## src/rtl/arb_pkg.sv

```systemverilog
package arb_pkg;
  typedef enum logic [1:0] {
    OWN_NONE = 2'd0,
    OWN_TX   = 2'd1,
    OWN_RX   = 2'd2
  } owner_t;
endpackage

```

## src/rtl/slice_timer.sv

```systemverilog
module slice_timer #(
  parameter int QUANTUM = 8
) (
  input  logic clk,
  input  logic rst,
  input  logic active,
  output logic expire
);
  localparam int CW = (QUANTUM > 1) ? $clog2(QUANTUM) : 1;
  localparam logic [CW-1:0] LAST = CW'(QUANTUM - 1);

  logic [CW-1:0] cnt;

  assign expire = active && (cnt == LAST);

  always_ff @(posedge clk) begin
    if (rst || !active) cnt <= '0;
    else if (expire)    cnt <= '0;
    else                cnt <= cnt + 1'b1;
  end

  // a new grant period always starts from an empty count
  assert_fresh_quantum_R7: assert property (@(posedge clk) disable iff (rst)
    $fell(active) |=> (cnt == '0));
endmodule

```

## src/rtl/grant_fsm.sv

```systemverilog
module grant_fsm
  import arb_pkg::*;
(
  input  logic clk,
  input  logic rst,
  input  logic tx_req,
  input  logic tx_done,
  input  logic rx_req,
  input  logic rx_done,
  input  logic tx_expire,
  input  logic rx_expire,
  output logic tx_grant,
  output logic rx_grant
);
  owner_t own, own_nxt;
  logic tx_leave, rx_leave;

  assign tx_leave = tx_done || !tx_req || (tx_expire && rx_req);
  assign rx_leave = rx_done || !rx_req || (rx_expire && tx_req);

  always_comb begin
    own_nxt = own;
    unique case (own)
      OWN_NONE: begin
        if (rx_req)      own_nxt = OWN_RX;
        else if (tx_req) own_nxt = OWN_TX;
      end
      OWN_TX: if (tx_leave) own_nxt = rx_req ? OWN_RX : OWN_NONE;
      OWN_RX: if (rx_leave) own_nxt = tx_req ? OWN_TX : OWN_NONE;
      default: own_nxt = OWN_NONE;
    endcase
  end

  always_ff @(posedge clk) begin
    if (rst) begin
      own      <= OWN_NONE;
      tx_grant <= 1'b0;
      rx_grant <= 1'b0;
    end else begin
      own      <= own_nxt;
      tx_grant <= (own_nxt == OWN_TX);
      rx_grant <= (own_nxt == OWN_RX);
    end
  end

  assert_one_grant_R1: assert property (@(posedge clk) disable iff (rst)
    $onehot0({tx_grant, rx_grant}));
  assert_tie_rx_R3: assert property (@(posedge clk) disable iff (rst)
    (!tx_grant && !rx_grant && rx_req) |=> rx_grant);
  assert_tx_release_R4: assert property (@(posedge clk) disable iff (rst)
    (tx_grant && (tx_done || !tx_req)) |=> !tx_grant);
  assert_rx_release_R4: assert property (@(posedge clk) disable iff (rst)
    (rx_grant && (rx_done || !rx_req)) |=> !rx_grant);
  assert_tx_preempt_R6: assert property (@(posedge clk) disable iff (rst)
    (tx_grant && tx_expire && rx_req) |=> rx_grant);
  assert_rx_preempt_R6: assert property (@(posedge clk) disable iff (rst)
    (rx_grant && rx_expire && tx_req) |=> tx_grant);
  assert_tx_keep_R7: assert property (@(posedge clk) disable iff (rst)
    (tx_grant && tx_req && !tx_done && !rx_req) |=> tx_grant);
  assert_rx_keep_R7: assert property (@(posedge clk) disable iff (rst)
    (rx_grant && rx_req && !rx_done && !tx_req) |=> rx_grant);
  assert_tx_needs_req_R2: assert property (@(posedge clk) disable iff (rst)
    $rose(tx_grant) |-> $past(tx_req));
  assert_reset_idle_R9: assert property (@(posedge clk)
    rst |=> (!tx_grant && !rx_grant));
endmodule

```

## src/rtl/duplex_bus_arbiter.sv

```systemverilog
module duplex_bus_arbiter #(
  parameter int TX_QUANTUM = 6,
  parameter int RX_QUANTUM = 9
) (
  input  logic clk,
  input  logic rst,
  input  logic tx_req,
  input  logic tx_done,
  input  logic rx_req,
  input  logic rx_done,
  output logic tx_grant,
  output logic rx_grant
);
  localparam int NCLI = 2;

  logic [NCLI-1:0] held;
  logic [NCLI-1:0] expired;

  assign held = {rx_grant, tx_grant};

  for (genvar i = 0; i < NCLI; i++) begin : g_slice
    slice_timer #(
      .QUANTUM((i == 0) ? TX_QUANTUM : RX_QUANTUM)
    ) u_timer (
      .clk    (clk),
      .rst    (rst),
      .active (held[i]),
      .expire (expired[i])
    );
  end

  grant_fsm u_fsm (
    .clk       (clk),
    .rst       (rst),
    .tx_req    (tx_req),
    .tx_done   (tx_done),
    .rx_req    (rx_req),
    .rx_done   (rx_done),
    .tx_expire (expired[0]),
    .rx_expire (expired[1]),
    .tx_grant  (tx_grant),
    .rx_grant  (rx_grant)
  );
endmodule

```

## config.mk

```make
export PLATFORM = sky130hd
export DESIGN_NAME = duplex_bus_arbiter
export DESIGN_NICKNAME = d
export VERILOG_FILES = /design/src/rtl/arb_pkg.sv /design/src/rtl/slice_timer.sv /design/src/rtl/grant_fsm.sv /design/src/rtl/duplex_bus_arbiter.sv
export SDC_FILE = /design/constraint.sdc
export NUM_CORES = 1
export LEC_CHECK = 0
export BUFFER_PORTS_ARGS = -buffer_cell sky130_fd_sc_hd__buf_2
export CAP_MARGIN = 10
export CELL_PAD_IN_SITES_DETAIL_PLACEMENT = 0
export CELL_PAD_IN_SITES_GLOBAL_PLACEMENT = 1
export CORE_AREA = 2 2 39 41
export CTS_CLUSTER_SIZE = 28
export DETAILED_ROUTE_END_ITERATION = 8
export DIE_AREA = 0 0 41 43
export GPL_TIMING_DRIVEN = 0
export PLACE_DENSITY = 0.7
export SYNTH_ARGS = -nofsm -noshare
export SYNTH_HDL_FRONTEND = slang
export SYNTH_SLANG_ARGS = --single-unit
```

## constraint.sdc

```tcl
create_clock -name clk -period 3.34 [get_ports clk]
set_clock_uncertainty 0.1 [all_clocks]
set_input_delay 0.167 -clock clk [delete_from_list [all_inputs] [get_ports clk]]
set_output_delay 0.167 -clock clk [all_outputs]
set_load 0.05 [all_outputs]
```

==> metrics.md <==
| Metric | Value |
|---|---|
| Final Setup Violations | 0 |
| Die H | 43 um |
| Rows | 14 |
| Sink Count | 11 |
| Worst R2R Path Depth | 5 |
| Area growth, synth to finish | 15.75% |
| Post-CTS setup buffers | 0 |
| Worst-Margin Slew | 378.9 ps |
| WHS Endpoint | u_fsm.own[1] |
| HP Class | in -> reg |
| Power Total | 258.4 uW |
| Mean area per synthesized cell | 10.08 um^2 |
| Final wirelength | 825 um |
| CP startpoint kind | flop |
| TNS Setup | 0 ps |
| Final core occ | 43.85% |
| H-tree depth | 1 |
| Crit path from | g_slice[0].u_timer.cnt[1] |
| Clk_lat worst skew | 270 ps |
| Worst Hold Margin | 25.06 ps |
| Synth area leaders | dfxtp_1 (42%), ha_1 (9.5%), inv_1 (5.7%), a2111oi_4 (5.3%), nand4b_4 (4.5%) |
| 1st-pass router iterations | 4 |
| Core area | 1384 um^2 |
| Antenna violations before repair | 0 |
| DIE AREA | 1763 um^2 |
| Fmax | 694.0 MHz |
| Post-synthesis sequential element count | 11 |
| Hold Path Depth | 2 |
| Root Buffer | clkbuf_4 |
| Slew headroom | 74.34% |
| Gp weighted congestion | 0.8009 |
| Avg WL per Cell | 10.44 um |
| Post-DRT Antenna Nets | 0 |
| Cts repair resizes | 0 |
| CTS tree | built |
| Fillers | 155 |
| Layout cell share with drive strength beyond 1 | 23.81% |
| Gr usage total | 12.42% |
| CP Capture Type | flop |
| Synth cell types | 21 |
| Worst Slack Setup Final | 1899 ps |
| Crit Path Category | reg -> reg |
| Status | finished clean |
| Crit path max fanout | 3 |
| Synth area leader | dfxtp_1 |
| Vias in the first global route | 343 |
| Mapped Area | 524.3 um^2 |
| # diodes | 0 |
| PortBufs | 7 |
| Post-detail-place hpwl | 655.1 um |
| Worst hold path startpoint | rst |
| Crit path DAT | 1490 ps |
| Die width | 41 um |
| Ports | 8 |
| Synth warn | 0 |
| Top-area cell type share of the netlist area | 42.00% |
| DRC Markers | 0 |
| Seq/Total Area, Yosys | 42.00% |
| R2R Path End | u_fsm.rx_grant |
| Cells after Synth | 52 |
| Unrepaired setup endpoints after global routing | false |
| Grt total ovfl | 0 |
| Part of the cycle the worst path needs | 43.14% |
| Initial DRC Count | 3 |
| CTS Buf Count | 3 |
| Slack of the worst reg-to-reg path | 1900 ps |
| Leakage | 0.0002598 uW |
| CTS Buffer Depth | 2 |
| Max Cap Viol | 0 |
| First-pass GRT wire length | 1352 um |
| Initial core utilization | 37.88% |
| Critical R2R Launch | g_slice[0].u_timer.cnt[1] |
| Worst vdd ir | 310.9 uV |
| Final Hold Viols | 0 |
| Worst slack, placed | 1907 ps |
| Syn_nets | 62 |
| WP data required | 3380 ps |
| Pwr dens | 425.9 nW/um^2 |
| Largest net degree at the start of global routing | 8 |
| Worst-path clk slew | 70 ps |
| Via density | 4.861 |
| Fin nets | 74 |
| Post-CTS Hold Buffers | 0 |
| Post-route minimum period | 1441 ps |
| Final Max Slew Viols | 0 |
| DR vias | 384 |
-- critical path: stages, from the launching register on --
cell	delay, ps
dfxtp_1	330
inv_1	40
ha_1	200
and4_4	160
o311ai_1	380
a21oi_1	110
-- power by group --
part           internal [uW]  switching (uW)  leakage (uW)
logic                   10.1            18.1      0.000152
registers                136            4.24     0.0000896
clock network           44.3            45.9     0.0000177
total                    190            68.2      0.000260
-- placed cells by master, fill, tap and decap left out, drive strengths merged --
cell	count
dfxtp	11
inv	8
buf	7
nor2	6
ha	4
nand3	3
clkbuf	3
nand2	2
a21oi	2
nand2b	2
a41o	2
and4	1
o311ai	1
nand4b	1
nor2b	1
o2111ai	1
and2	1
a211oi	1
a2111oi	1
xnor2	1
mux2i	1
and3	1
xor2	1
clkinv	1
-- layout make-up --
class / instances / area (um^2) / area share (%)
Multi-Input combinational cell: 33 / 274.0 / 45.15
Sequential cell: 11 / 220.2 / 36.29
Timing Repair Buffer: 7 / 35.03 / 5.773
Inverter: 8 / 30.03 / 4.948
Clock buffer: 3 / 22.52 / 3.711
Tap cell: 16 / 20.02 / 3.299
Clock inverter: 1 / 5.005 / 0.8247
-- synth_stat cells --
| library cell | instances |
|---|---|
| nor2b_2 | 1 |
| a2111oi_4 | 1 |
| ha_1 | 4 |
| a21oi_1 | 2 |
| nand4b_4 | 1 |
| nand2_1 | 2 |
| o2111ai_1 | 1 |
| inv_1 | 8 |
| a211oi_1 | 1 |
| xor2_1 | 1 |
| nand2b_1 | 2 |
| and3_1 | 1 |
| and4_4 | 1 |
| a41o_1 | 2 |
| dfxtp_1 | 11 |
| and2_1 | 1 |
| xnor2_1 | 1 |
| nand3_1 | 3 |
| nor2_1 | 6 |
| o311ai_1 | 1 |
| mux2i_1 | 1 |
-- cells by family (layout without fill, tap and decap cells) --
| group | count (synthesis) | after routing | share of synthesized area, % |
|---|---|---|---|
| buf+inv | 8 | 19 | 5.728 |
| simple gates | 18 | 18 | 21.72 |
| mux | 1 | 1 | 1.909 |
| xor+xnor | 2 | 2 | 3.342 |
| flops | 11 | 11 | 42.00 |
| fa+ha+maj | 4 | 4 | 9.547 |
| compound gates | 8 | 8 | 15.75 |
-- through the flow --
| stage | area, um^2 | std cells |
|---|---|---|
| global route | 606.8 | 79 |
| detailed placement | 579.3 | 75 |
| finish | 606.8 | 79 |
| CTS | 606.8 | 79 |
| global placement | 579.3 | 75 |
| floorplan | 524.3 | 52 |
-- routing by layer --
metal  part of all wire [%]  vias to the layer above  global-route usage, %  routed length [um]
met2                     44                        4                  15.94                 360
li1                       -                      204                      -                   -
met1                     51                      174                  14.75                 418
met3                    3.3                        2                  4.712                  27
met5                      0                        -                      0                   0
met4                    2.2                        0                  12.00                  18
-- flip-flops by register name, indices dropped and copies added (netlist names) --
name                 cells
g_slice.u_timer.cnt      7
u_fsm.own                2
u_fsm.rx_grant           1
u_fsm.tx_grant           1
-- worst max-delay path by stage --
| stage | end | slack, ps | cells after the start |
|---|---|---|---|
| 2_1_floorplan | u_fsm.own[0] | 1910 | 3 |
| 3_3_place_gp | u_fsm.rx_grant | 1910 | 5 |
| 3_5_place_dp | u_fsm.rx_grant | 1910 | 5 |
| 4_1_cts | u_fsm.rx_grant | 1890 | 5 |
| 5_1_grt | u_fsm.rx_grant | 1830 | 5 |
| 6_report | u_fsm.rx_grant | 1900 | 5 |
Note: power is estimated with default switching activity, not from simulation.
